### src/rtl/spi_wp_pkg.sv
// Package: shared register offsets, field positions and helper functions
// for the SPI word packing FIFO interface.
// Assumes a byte-addressed register bus with 32-bit registers.
package spi_wp_pkg;

    localparam logic [7:0] OFS_CFG    = 8'h00;
    localparam logic [7:0] OFS_STAT   = 8'h04;
    localparam logic [7:0] OFS_FLOW   = 8'h08;
    localparam logic [7:0] OFS_LINK   = 8'h0C;
    localparam logic [7:0] OFS_WRLIM  = 8'h10;
    localparam logic [7:0] OFS_RDLIM  = 8'h14;
    localparam logic [7:0] OFS_TXDATA = 8'h18;
    localparam logic [7:0] OFS_RXDATA = 8'h1C;

    // Index of the last byte in a word (bytes per word minus one),
    // selected by bits-per-word minus one.
    function automatic logic [1:0] last_byte_idx(input logic [4:0] bpw_m1);
        if (bpw_m1 < 5'd8)       return 2'd0;
        else if (bpw_m1 < 5'd16) return 2'd1;
        else                     return 2'd3;
    endfunction

    // Queue depth in words from the block-size code and depth code.
    function automatic int queue_depth(input int blk_code, input int dep_code);
        int blk;
        blk = (blk_code == 0) ? 4 : blk_code * 16;
        return blk * (2 << dep_code);
    endfunction

endpackage

### src/rtl/wp_fifo.sv
// Show-ahead synchronous FIFO of W-bit words.
// The head word is on dout whenever the FIFO is not empty. A push while
// full and a pop while empty are ignored. The caller flags both cases.
module wp_fifo #(
    parameter int W     = 32,
    parameter int DEPTH = 8
) (
    input  logic         clk,
    input  logic         rst_n,
    input  logic         push,
    input  logic [W-1:0] din,
    input  logic         pop,
    output logic [W-1:0] dout,
    output logic         empty,
    output logic         full
);
    localparam int PW = (DEPTH > 1) ? $clog2(DEPTH) : 1;
    localparam int CW = $clog2(DEPTH + 1);

    logic [W-1:0]  mem [DEPTH];
    logic [PW-1:0] wr_ptr, rd_ptr;
    logic [CW-1:0] count;
    logic          do_push, do_pop;

    assign empty   = (count == '0);
    assign full    = (count == CW'(DEPTH));
    assign do_push = push && !full;
    assign do_pop  = pop && !empty;
    assign dout    = mem[rd_ptr];

    // Storage write; no reset is needed on the data array.
    always_ff @(posedge clk) begin
        if (do_push) mem[wr_ptr] <= din;
    end

    // Pointer and occupancy update.
    always_ff @(posedge clk) begin
        if (!rst_n) begin
            wr_ptr <= '0;
            rd_ptr <= '0;
            count  <= '0;
        end else begin
            if (do_push) wr_ptr <= (wr_ptr == PW'(DEPTH - 1)) ? '0 : wr_ptr + 1'b1;
            if (do_pop)  rd_ptr <= (rd_ptr == PW'(DEPTH - 1)) ? '0 : rd_ptr + 1'b1;
            if (do_push && !do_pop)      count <= count + 1'b1;
            else if (do_pop && !do_push) count <= count - 1'b1;
        end
    end

    // A push into a full queue leaves its occupancy untouched.
    p_no_overflow_r9: assert property (@(posedge clk) disable iff (!rst_n)
        (full && push && !pop) |=> $stable(count));

    // A pop from an empty queue leaves it empty.
    p_no_underflow_r10: assert property (@(posedge clk) disable iff (!rst_n)
        (empty && pop && !push) |=> (count == '0));

endmodule

### src/rtl/wp_tx_serializer.sv
// Splits the head transmit word into bytes, MSB byte first.
// The byte index advances on each take. The word is popped after the
// last byte of the current width. Assumes the width does not change
// in the middle of a word.
module wp_tx_serializer (
    input  logic        clk,
    input  logic        rst_n,
    input  logic [1:0]  last_idx,
    input  logic [31:0] head,
    input  logic        empty,
    input  logic        take,
    output logic [7:0]  byte_o,
    output logic        pop,
    output logic        underrun
);
    logic [1:0] idx;

    assign byte_o   = empty ? 8'h00 : head[{~idx, 3'b000} +: 8];
    assign pop      = take && !empty && (idx == last_idx);
    assign underrun = take && empty;

    // Byte index within the head word.
    always_ff @(posedge clk) begin
        if (!rst_n)                 idx <= 2'd0;
        else if (pop)               idx <= 2'd0;
        else if (take && !empty)    idx <= idx + 2'd1;
    end

endmodule

### src/rtl/wp_rx_assembler.sv
// Gathers received bytes into a right-justified word, first byte highest.
// When the last byte arrives the word is pushed. If the receive queue is
// full, the word is dropped and an overrun pulse is raised.
module wp_rx_assembler (
    input  logic        clk,
    input  logic        rst_n,
    input  logic [1:0]  last_idx,
    input  logic        valid,
    input  logic [7:0]  byte_i,
    input  logic        full,
    output logic        push,
    output logic [31:0] word,
    output logic        overrun
);
    logic [1:0]  cnt;
    logic [23:0] acc;
    logic        last;

    assign last    = valid && (cnt == last_idx);
    assign word    = {acc, byte_i};
    assign push    = last && !full;
    assign overrun = last && full;

    // Byte count and partial word; both restart after each word.
    always_ff @(posedge clk) begin
        if (!rst_n) begin
            cnt <= 2'd0;
            acc <= '0;
        end else if (last) begin
            cnt <= 2'd0;
            acc <= '0;
        end else if (valid) begin
            cnt <= cnt + 2'd1;
            acc <= {acc[15:0], byte_i};
        end
    end

endmodule

### src/rtl/wp_flag_regs.sv
// Word counters plus sticky service, completion and error flags.
// Every flag clears when a 1 is written to it. A set and a clear in the
// same cycle leave the flag set. Writing a limit restarts its counter.
module wp_flag_regs #(
    parameter int CNT_W = 16
) (
    input  logic             clk,
    input  logic             rst_n,
    input  logic             tx_pop,
    input  logic             rx_push,
    input  logic [CNT_W-1:0] wr_lim,
    input  logic [CNT_W-1:0] rd_lim,
    input  logic             wr_lim_we,
    input  logic             rd_lim_we,
    input  logic [3:0]       flow_set,
    input  logic [1:0]       link_set,
    input  logic             stat_we,
    input  logic [3:0]       stat_clr,
    input  logic             flow_we,
    input  logic [3:0]       flow_clr,
    input  logic             link_we,
    input  logic [1:0]       link_clr,
    output logic [3:0]       stat_sticky,
    output logic [3:0]       flow,
    output logic [1:0]       link
);
    logic [CNT_W-1:0] tx_cnt, rx_cnt, tx_next, rx_next;
    logic [3:0]       stat_set;

    assign tx_next = tx_cnt + 1'b1;
    assign rx_next = rx_cnt + 1'b1;

    // Sticky status sources: {in done, out done, in service, out service}.
    always_comb begin
        stat_set[0] = tx_pop && ((wr_lim == '0) || (tx_next < wr_lim));
        stat_set[1] = rx_push;
        stat_set[2] = tx_pop && (wr_lim != '0) && (tx_next == wr_lim);
        stat_set[3] = rx_push && (rd_lim != '0) && (rx_next == rd_lim);
    end

    // Word counters, restarted by a limit write.
    always_ff @(posedge clk) begin
        if (!rst_n) begin
            tx_cnt <= '0;
            rx_cnt <= '0;
        end else begin
            if (wr_lim_we)    tx_cnt <= '0;
            else if (tx_pop)  tx_cnt <= tx_next;
            if (rd_lim_we)    rx_cnt <= '0;
            else if (rx_push) rx_cnt <= rx_next;
        end
    end

    // Sticky flags with write-one-to-clear.
    always_ff @(posedge clk) begin
        if (!rst_n) begin
            stat_sticky <= '0;
            flow        <= '0;
            link        <= '0;
        end else begin
            stat_sticky <= (stat_sticky & ~(stat_we ? stat_clr : 4'h0)) | stat_set;
            flow        <= (flow & ~(flow_we ? flow_clr : 4'h0)) | flow_set;
            link        <= (link & ~(link_we ? link_clr : 2'h0)) | link_set;
        end
    end

    // A completion flag stays set until a write of 1 clears it.
    p_done_sticky_r7: assert property (@(posedge clk) disable iff (!rst_n)
        (stat_sticky[3] && !(stat_we && stat_clr[3])) |=> stat_sticky[3]);

    // A clock-overrun pulse is always recorded.
    p_link_over_r12: assert property (@(posedge clk) disable iff (!rst_n)
        link_set[1] |=> link[1]);

endmodule

### src/rtl/spi_wordpack_fifo.sv
// Top level: register decode, config and limit registers, the two word
// queues, the byte serializer and assembler, and the flag bank.
// Assumes one register access per cycle and a byte-serial shift engine.
module spi_wordpack_fifo
    import spi_wp_pkg::*;
#(
    parameter int BLK_CODE = 0,
    parameter int DEP_CODE = 0,
    parameter int CNT_W    = 16
) (
    input  logic        clk,
    input  logic        rst_n,
    input  logic [7:0]  bus_addr,
    input  logic        bus_we,
    input  logic        bus_re,
    input  logic [31:0] bus_wdata,
    output logic [31:0] bus_rdata,
    output logic        irq,
    output logic        eng_tx_avail,
    output logic [7:0]  eng_tx_byte,
    input  logic        eng_tx_take,
    input  logic        eng_rx_valid,
    input  logic [7:0]  eng_rx_byte,
    input  logic        eng_clk_under,
    input  logic        eng_clk_over
);
    localparam int DEPTH = queue_depth(BLK_CODE, DEP_CODE);

    logic [4:0]       cfg_bpw_m1;
    logic [CNT_W-1:0] wr_lim, rd_lim;
    logic [1:0]       last_idx;

    logic             wr_cfg, wr_wrlim, wr_rdlim, wr_tx, rd_rx;
    logic             wr_stat, wr_flow, wr_link;

    logic [31:0]      tx_head, rx_head, rx_word;
    logic             tx_empty, tx_full, rx_empty, rx_full;
    logic             tx_pop, rx_push, tx_under, rx_over;
    logic             in_under, out_over;

    logic [3:0]       stat_sticky, flow;
    logic [1:0]       link;
    logic [31:0]      stat_word;

    // Address decode of the register strobes.
    always_comb begin
        wr_cfg   = bus_we && (bus_addr == OFS_CFG);
        wr_stat  = bus_we && (bus_addr == OFS_STAT);
        wr_flow  = bus_we && (bus_addr == OFS_FLOW);
        wr_link  = bus_we && (bus_addr == OFS_LINK);
        wr_wrlim = bus_we && (bus_addr == OFS_WRLIM);
        wr_rdlim = bus_we && (bus_addr == OFS_RDLIM);
        wr_tx    = bus_we && (bus_addr == OFS_TXDATA);
        rd_rx    = bus_re && (bus_addr == OFS_RXDATA);
    end

    assign last_idx = last_byte_idx(cfg_bpw_m1);
    assign out_over = wr_tx && tx_full;
    assign in_under = rd_rx && rx_empty;

    // Config and limit registers.
    always_ff @(posedge clk) begin
        if (!rst_n) begin
            cfg_bpw_m1 <= '0;
            wr_lim     <= '0;
            rd_lim     <= '0;
        end else begin
            if (wr_cfg)   cfg_bpw_m1 <= bus_wdata[4:0];
            if (wr_wrlim) wr_lim     <= bus_wdata[CNT_W-1:0];
            if (wr_rdlim) rd_lim     <= bus_wdata[CNT_W-1:0];
        end
    end

    wp_fifo #(.W(32), .DEPTH(DEPTH)) u_txq (
        .clk(clk), .rst_n(rst_n),
        .push(wr_tx), .din(bus_wdata),
        .pop(tx_pop), .dout(tx_head),
        .empty(tx_empty), .full(tx_full)
    );

    wp_fifo #(.W(32), .DEPTH(DEPTH)) u_rxq (
        .clk(clk), .rst_n(rst_n),
        .push(rx_push), .din(rx_word),
        .pop(rd_rx), .dout(rx_head),
        .empty(rx_empty), .full(rx_full)
    );

    wp_tx_serializer u_ser (
        .clk(clk), .rst_n(rst_n), .last_idx(last_idx),
        .head(tx_head), .empty(tx_empty), .take(eng_tx_take),
        .byte_o(eng_tx_byte), .pop(tx_pop), .underrun(tx_under)
    );

    wp_rx_assembler u_asm (
        .clk(clk), .rst_n(rst_n), .last_idx(last_idx),
        .valid(eng_rx_valid), .byte_i(eng_rx_byte), .full(rx_full),
        .push(rx_push), .word(rx_word), .overrun(rx_over)
    );

    wp_flag_regs #(.CNT_W(CNT_W)) u_flags (
        .clk(clk), .rst_n(rst_n),
        .tx_pop(tx_pop), .rx_push(rx_push),
        .wr_lim(wr_lim), .rd_lim(rd_lim),
        .wr_lim_we(wr_wrlim), .rd_lim_we(wr_rdlim),
        .flow_set({out_over, in_under, tx_under, rx_over}),
        .link_set({eng_clk_over, eng_clk_under}),
        .stat_we(wr_stat), .stat_clr(bus_wdata[11:8]),
        .flow_we(wr_flow), .flow_clr(bus_wdata[5:2]),
        .link_we(wr_link), .link_clr(bus_wdata[1:0]),
        .stat_sticky(stat_sticky), .flow(flow), .link(link)
    );

    assign stat_word    = {20'h0, stat_sticky, rx_full, tx_full, !rx_empty, !tx_empty, 4'h0};
    assign eng_tx_avail = !tx_empty;
    assign irq          = (|stat_sticky) || (|flow) || (|link);

    // Read data multiplexer.
    always_comb begin
        case (bus_addr)
            OFS_CFG:    bus_rdata = {27'h0, cfg_bpw_m1};
            OFS_STAT:   bus_rdata = stat_word;
            OFS_FLOW:   bus_rdata = {26'h0, flow, 2'b00};
            OFS_LINK:   bus_rdata = {30'h0, link};
            OFS_WRLIM:  bus_rdata = 32'(wr_lim);
            OFS_RDLIM:  bus_rdata = 32'(rd_lim);
            OFS_RXDATA: bus_rdata = rx_empty ? 32'h0 : rx_head;
            default:    bus_rdata = 32'h0;
        endcase
    end

    // A byte request against an empty transmit queue is recorded.
    p_tx_underrun_r11: assert property (@(posedge clk) disable iff (!rst_n)
        (eng_tx_take && !eng_tx_avail) |=> flow[1]);

    // Any recorded error keeps the interrupt high until it is cleared.
    p_irq_on_error_r13: assert property (@(posedge clk) disable iff (!rst_n)
        (flow != 4'h0) |-> irq);

endmodule

### config.mk
export PLATFORM = sky130hd
export DESIGN_NAME = spi_wordpack_fifo
export DESIGN_NICKNAME = d
export VERILOG_FILES = /design/src/rtl/spi_wp_pkg.sv /design/src/rtl/wp_fifo.sv /design/src/rtl/wp_tx_serializer.sv /design/src/rtl/wp_rx_assembler.sv /design/src/rtl/wp_flag_regs.sv /design/src/rtl/spi_wordpack_fifo.sv
export SDC_FILE = /design/constraint.sdc
export NUM_CORES = 1
export LEC_CHECK = 0
export BUFFER_PORTS_ARGS = -buffer_cell sky130_fd_sc_hd__buf_2
export CORE_ASPECT_RATIO = 0.8
export CORE_UTILIZATION = 38
export CTS_CLUSTER_DIAMETER = 60
export CTS_CLUSTER_SIZE = 28
export DETAILED_ROUTE_END_ITERATION = 6
export GPL_ROUTABILITY_DRIVEN = 0
export SKIP_LAST_GASP = 1
export SYNTH_ARGS = -nofsm -noshare
export SYNTH_HDL_FRONTEND = slang
export SYNTH_SLANG_ARGS = --single-unit
### constraint.sdc
create_clock -name clk -period 8 [get_ports clk]
set_input_delay 0.8 -clock clk [delete_from_list [all_inputs] [get_ports clk]]
set_output_delay 0.8 -clock clk [all_outputs]
set_load 0.01 [all_outputs]
==> metrics.md, run 1 <==
| Metric | Value |
|---|---|
| Most frequent cells in the layout | edfxtp_1, mux4_2, dfxtp_1 |
| Critical R2R Launch | u_ser.idx[0] |
| Final setup vio count | 0 |
| Total congestion overflow | 0 |
| Core Rows | 86 |
| Mapped cell area | 0.02651 mm^2 |
| Core footprint | 0.06897 mm^2 |
| Kind of critical path | reg -> out |
| WP depth | 6 |
| Clk sink count | 645 |
| Most used DFF post-synth | edfxtp_1 |
| CP Data Required Time | 7200 ps |
| Mapped Nets | 1714 |
| Min Tclk post-route | 4325 ps |
| Fin. max-slew vios | 0 |
| Leakage | 9.484 nW |
| Total number of vias | 14234 |
| Die footprint | 0.07082 mm^2 |
| IO Port Bufs | 97 |
| Layout Skew | 37.84 ps |
| Hold buffers post-CTS | 0 |
| Post-route setup TNS | 0 ps |
| Slowest CP cell | buf_4 |
| 1st-pass router iterations | 5 |
| Initial Utilization | 38.43% |
| Synth warnings | 0 |
| Crit path cell chain | buf_4 > mux4_2 > mux4_2 > mux2i_1 > nor2_1 > buf_2 |
| Clock Path Buffers | 3 |
| Pint | 5.147 mW |
| Synth unique cells | 58 |
| Share of cells above drive strength 1 | 21.86% |
| Logic pwr share | 11.4% |
| # H-tree levels | 2 |
| Seq pwr share | 54.4% |
| Final count of hold timing violations | 0 |
| Total CTS buffers | 40 |
| DIE HEIGHT | 238.2 um |
| Vias in the first global route | 14342 |
| DP Area | 0.02807 mm^2 |
| Switching Share | 25.51% |
| Post-route cell area | 0.02955 mm^2 |
| Antenna Cells | 0 |
| Max FO, Critical Path | 52 |
| # Max-Cap Violations | 0 |
| Die width | 297.3 um |
| Initial drt markers | 1259 |
| CP peak stage delay | 860 ps |
| Crit path launch type | flop |
| Sequential area share after synthesis | 68.05% |
| CTS tree | done |
| Hold WC Path Type | in -> reg |
| Multiplexer share of the synthesized area | 15.70% |
| Post-Synth Adder-Cell Area | 1.662% |
| Ys async rst share | 0% |
| Setup crit end kind | output port |
| Root Buffer | clkbuf_16 |
| R2R setup slack | 4200 ps |
| RSZ-0062 raised after global routing | false |
| Worst-skew pair later-pin latency | 600 ps |
| Clock network power share | 34.2% |
| Setup crit end | eng_tx_byte[3] |
| Synth-to-Final Area Change | 11.49% |
| Routed wire length | 58.57 mm |
| Pwr per Cell Area | 233.8 mW/mm^2 |
| Clock slew at reported path FFs | 90 ps |
| Compound-Gate Fraction of Synth Area | 3.493% |
| Most used cell, CP | mux4_2 |
| Max Clk Rate | 0.2312 GHz |
| Average cell area after synthesis | 16.32 um^2 |
| #FFs+latches synth | 645 |
| Post-Synth XOR/XNOR Area | 2.214% |
| Status | finished clean |
| Syn Inst Count | 1624 |
| Yosys top cell by area | edfxtp_1 |
| EDFF count, synth | 512 |
| Peak supply drop | 0.1472 mV |
| Total track usage | 16.60% |
| Place WS | 3722 ps |
| Commonest non-fill, non-tap cell in the layout | edfxtp_1 |
| # DRC | 0 |
| Largest net degree at the start of global routing | 73 |
| Simple-gate share of the synthesized area | 7.019% |
| Final Worst Setup Slack | 3675 ps |
| Drt wl/cell | 22.03 um |
| Top-area cell type share of the netlist area | 58.01% |
| DPL Wire Length | 35.57 mm |
| Worst-Margin Slew | 1182 ps |
| Arr. time, crit path | 3520 ps |
| Synth top area cells | edfxtp_1, mux4_2, dfxtp_1 |
| P_sw | 1.762 mW |
| Final nets | 1793 |
| Initial antenna violation count | 5 |
| Layout fillers | 6058 |
| Largest family of logic cells by synthesized area | multiplexers |
| Worst Path Buf+Inv | 2 |
| IO Pins | 98 |
| Post-route ant nets | 0 |
| Top cell family by delay on the critical path | multiplexers |
| Reg2reg end | u_txq.count[3] |
| Slew HR | 21.03% |
| Post-CTS setup buffers | 0 |
| CTS resizes | 0 |
| First-pass GRT wire length | 89.19 mm |
| Fin crit share | 54.06% |
| Via-to-Cell Ratio | 5.355 |
| Worst-case reg-to-reg path depth | 11 |
## worst min-delay path by stage
stage	startpoint	cells after the start	end
detailed placement	u_flags.rx_cnt[1]	2	u_flags.rx_cnt[1]
global route	eng_clk_under	3	u_flags.link[0]
floorplan	u_flags.rx_cnt[1]	2	u_flags.rx_cnt[1]
finish	eng_clk_under	3	u_flags.link[0]
global placement	u_flags.rx_cnt[1]	2	u_flags.rx_cnt[1]
CTS	eng_clk_under	3	u_flags.link[0]
## cell usage after synthesis, types with 12 or more instances
master	count
nor2_1	105
nand3_1	23
inv_1	28
nand2_1	123
clkbuf_1	54
a21boi_0	41
buf_2	20
o21ai_0	18
a21oi_1	25
nor4_1	18
nor3_1	28
xnor2_1	44
dfxtp_1	133
mux2i_1	86
ha_1	32
edfxtp_1	512
mux4_2	144
nor2b_1	26
o22ai_1	12
nand4_1	15
xor2_1	23
## final cells by class
type                            count  area [um^2]  area share, %
Multi-Input combinational cell    864         8075          27.33
Sequential cell                   645        18050          61.07
Clock buffer                       41         1005          3.400
Clock inverter                     32        474.2          1.605
Timing Repair Buffer              124        688.2          2.329
Tap cell                          924         1156          3.912
Inverter                           28        105.1         0.3556
## per-layer routing
metal	wire (um)	track usage, %	vias to the layer above
met2	27290	26.32	342
met4	1147	4.389	8
met3	3046	2.622	74
met1	27040	23.85	7383
met5	41	0	-
li1	-	-	6427
## worst reg2reg max path, cell delays in order (launching register included)
cell and delay [ps]:
dfxtp_1 810, buf_4 400, or4_1 160, a21o_1 740, ha_1 320, inv_1 100
ha_1 300, a21o_1 180, a21oi_1 170, xnor2_1 90, or3_1 300, a21boi_0 160
## logic make-up (layout without fill, tap and decap cells)
family          after synthesis  in the layout
xor+xnor                     67             67
buf+inv                     115            225
flops                       645            645
fa+ha+maj                    34             34
mux                         235            235
compound gates              136            136
simple gates                392            392
## per-stage QoR
step	hold slack (ps)	util, %	instances	total power [mW]
floorplan	462.4	-	1624	4.380
global placement	475.8	40.70	2585	4.617
detailed placement	481.2	40.70	2585	4.639
CTS	422.5	42.85	2658	6.986
global route	438.8	42.85	2658	7.164
finish	451.5	42.85	2658	6.909
## power groups by stage
stage / Clock (mW) / Sequential, mW / Combinational (mW)
3_3_place_gp: 0 / 3.83 / 0.785
6_report: 2.36 / 3.76 / 0.787
5_1_grt: 2.54 / 3.77 / 0.855
4_1_cts: 2.42 / 3.76 / 0.802
3_5_place_dp: 0 / 3.84 / 0.800
2_1_floorplan: 0 / 3.80 / 0.583
## state kept, by name, summed over array words and instances, names as in the netlist, 3 cells and up, named ones only
name / cells
u_rxq.wr_ptr: 3
u_rxq.count: 4
u_flags.rx_cnt: 16
cfg_bpw_m1: 5
u_txq.rd_ptr: 3
u_txq.count: 4
rd_lim: 16
u_asm.acc: 24
u_flags.tx_cnt: 16
u_flags.stat_sticky: 4
u_flags.flow: 4
wr_lim: 16
u_txq.wr_ptr: 3
u_txq.mem: 256
u_rxq.mem: 256
u_rxq.rd_ptr: 3
No activity file was read; power rests on OpenSTA's default activity.
==> run 2: changes to the inputs <==
ABC_AREA = 1   (was not set)
clock period = 3.5 ns   (was 8 ns; I/O delays follow)
==> metrics.md, run 2 <==
| Metric | Value |
|---|---|
| Status | finished clean |
| Most frequent cells in the layout | edfxtp_1, nor2_1, o21ai_0 |
| Initial drt markers | 1708 |
| Clk sink count | 645 |
| Vias in the first global route | 17671 |
| Sequential area share after synthesis | 67.48% |
| Hold path start | bus_wdata[14] |
| EDFF count, synth | 512 |
| Syn Inst Count | 2406 |
| Share of cells above drive strength 1 | 10.08% |
| Total CTS buffers | 38 |
| Worst-skew pair later-pin latency | 610 ps |
| # Max-Cap Violations | 0 |
| Crit path cell chain | inv_2 > buf_4 > o21ai_0 > o221ai_1 > o211ai_1 > nand3_1 > buf_2 |
| Drt wl/cell | 20.31 um |
| Total track usage | 19.12% |
| Multiplexer share of the synthesized area | 0% |
| Most frequent cells after synthesis | edfxtp_1, nor2_1, o21ai_0 |
| P_sw | 4.962 mW |
| Synth-to-Final Area Change | 11.94% |
| Total congestion overflow | 0 |
| Fin crit share | 95.94% |
| DPL Wire Length | 41.92 mm |
| Placed insts | 3346 |
| Arr. time, crit path | 3010 ps |
| Post-route ant nets | 0 |
| Clock Path Buffers | 3 |
| Synth unique cells | 44 |
| Largest net degree at the start of global routing | 131 |
| Largest regs | u_rxq.mem: 256 flops, u_txq.mem: 256 flops, u_asm.acc: 24 flops |
| Total number of vias | 18650 |
| Clock network power share | 30.4% |
| Pwr per Cell Area | 560.3 mW/mm^2 |
| Initial antenna violation count | 7 |
| #FFs+latches synth | 645 |
| CP peak stage delay | 610 ps |
| Hold WC Path Type | in -> reg |
| Synth top area cells | edfxtp_1, dfxtp_1, o21ai_0 |
| Leakage | 10.24 nW |
| Initial Utilization | 38.63% |
| Finished Layout Cells | 3427 |
| Crit path launch type | flop |
| DP Area | 0.02849 mm^2 |
| Seq pwr share | 52.0% |
| Slowest CP cell | inv_2 |
| Reg2reg end | u_rxq.count[3] |
| Pint | 11.80 mW |
| Average cell area after synthesis | 11.11 um^2 |
| Via-to-Cell Ratio | 5.442 |
| Max FO, Critical Path | 44 |
| Final nets | 2561 |
| CTS tree | done |
| Compound-Gate Fraction of Synth Area | 13.79% |
| Top-area cell type share of the netlist area | 57.52% |
| Core footprint | 0.06919 mm^2 |
| Final count of hold timing violations | 0 |
| Root Buffer | clkbuf_16 |
| Ys async rst share | 0% |
| Most used DFF post-synth | edfxtp_1 |
| Commonest non-fill, non-tap cell in the layout | edfxtp_1 |
| Layout Skew | 40.23 ps |
| Worst-Margin Slew | 1100 ps |
| Critical R2R Launch | cfg_bpw_m1[4] |
| Slew HR | 26.48% |
| # H-tree levels | 2 |
| 1st-pass router iterations | 7 |
| Post-Synth Adder-Cell Area | 1.648% |
| Post-route cell area | 0.02992 mm^2 |
| Core Rows | 86 |
| Logic pwr share | 17.6% |
| Most frequent cell after synthesis | edfxtp_1 |
| Synth warnings | 0 |
| Mapped Nets | 2496 |
| # DRC | 0 |
| Min Tclk post-route | 3358 ps |
| Clock slew at reported path FFs | 100 ps |
| Setup crit end kind | output port |
| Simple-gate share of the synthesized area | 12.22% |
| Peak supply drop | 0.3723 mV |
| Largest family of logic cells by synthesized area | compound AO/OA/AOI/OAI gates |
| WHS Endpoint | u_txq.mem[5][14] |
| Final setup vio count | 0 |
| Routed wire length | 69.59 mm |
| Post-Synth XOR/XNOR Area | 0.7723% |
| Tightest hold margin | 28.41 ps |
| Kind of critical path | reg -> out |
| RSZ-0062 raised after global routing | false |
| First-pass GRT wire length | 105.0 mm |
| Switching Share | 29.60% |
| DIE HEIGHT | 239.2 um |
| Hold depth | 1 |
| Max Clk Rate | 0.2978 GHz |
| Die width | 298.5 um |
| Yosys top cell by area | edfxtp_1 |
| CP Data Required Time | 3150 ps |
| IO Port Bufs | 97 |
| IO Pins | 98 |
| Fin. max-slew vios | 0 |
| Worst-case reg-to-reg path depth | 18 |
| Die footprint | 0.07142 mm^2 |
| R2R setup slack | 600 ps |
| Mapped cell area | 0.02673 mm^2 |
[run 2: cell types whose count changed in the layout (fill, tap and decap cells not counted), moves of 42 or more]
cell / before / now
o21ai_0: 18 / 342
nor2_1: 101 / 373
mux4_2: 144 / 0
nand2_1: 123 / 242
inv_1: 28 / 139
a21oi_1: 25 / 127
o221ai_1: 4 / 95
mux2i_1: 86 / 0
nand3_1: 23 / 107
xnor2_1: 44 / 2
[run 2: final cells by class]
type,instances,area (um^2)
fillers,6333,39270
flip-flops and latches,645,18050
multi-input cells,1482,7706
well taps,924,1156
repair buffers,156,1114
clock buffers,43,1012
inverters,148,558.0
clock inverters,27,322.8
diodes,2,5.005
[run 2: worst max-delay path: cells and delay by family, from the launching register on]
| kind | cells | cell delay (ps) |
|---|---|---|
| AOI/OAI and AO/OA | 3 | 610 |
| buffers and inverters | 3 | 1210 |
| DFF | 1 | 330 |
| and+or+nand+nor | 1 | 230 |
[run 2: cells by family (layout without fill, tap and decap cells)]
group	Yosys count	in the layout
buffers and inverters	279	374
other	0	2
DFF	645	645
AOI/OAI and AO/OA	638	638
adders and majority gates	34	34
xor gates and xnor gates	22	22
and+or+nand+nor	788	788
[run 2: through the flow]
| step | TNS [ps] | utilization, % | total power [mW] | worst slack [ps] |
|---|---|---|---|---|
| 2_1_floorplan | -113230 | - | 10.76 | -506.8 |
| 3_3_place_gp | 0 | 41.18 | 11.73 | 470.7 |
| 3_5_place_dp | 0 | 41.18 | 11.82 | 532.6 |
| 4_1_cts | 0 | 43.24 | 16.87 | 105.6 |
| 5_1_grt | 0 | 43.25 | 17.49 | 15.67 |
| 6_report | 0 | 43.25 | 16.77 | 141.9 |
[run 2: power by group through the flow]
stage          registers (mW)  clock network [mW]  logic, mW
2_1_floorplan            8.81                   0       1.95
4_1_cts                  8.71                5.20       2.95
3_5_place_dp             8.89                   0       2.93
6_report                 8.72                5.10       2.95
3_3_place_gp             8.88                   0       2.85
5_1_grt                  8.75                5.46       3.27
[run 2: worst max-delay path by stage]
| stage | slack [ps] | end |
|---|---|---|
| 3_5_place_dp | 530 | u_txq.count[3] |
| 3_3_place_gp | 470 | u_txq.count[3] |
| 4_1_cts | 110 | bus_rdata[0] |
| 6_report | 140 | bus_rdata[0] |
| 2_1_floorplan | -510 | u_txq.mem[5][0] |
| 5_1_grt | 20 | bus_rdata[0] |
[run 2: repair_timing]
action | CTS | global route
hold buffers | 9 | 0
buffers inserted | 0 | 0
resized for setup | 0 | 0
endpoints found under the hold margin | 57 | 0
[run 2: layer usage]
| layer | vias to the layer above | global-route usage [%] | part of all wire, % |
|---|---|---|---|
| met2 | 573 | 31.15 | 46 |
| met1 | 9184 | 26.26 | 45 |
| met3 | 98 | 3.329 | 6.6 |
| met5 | - | 0 | 0.099 |
| li1 | 8785 | - | - |
| met4 | 10 | 5.253 | 2.3 |
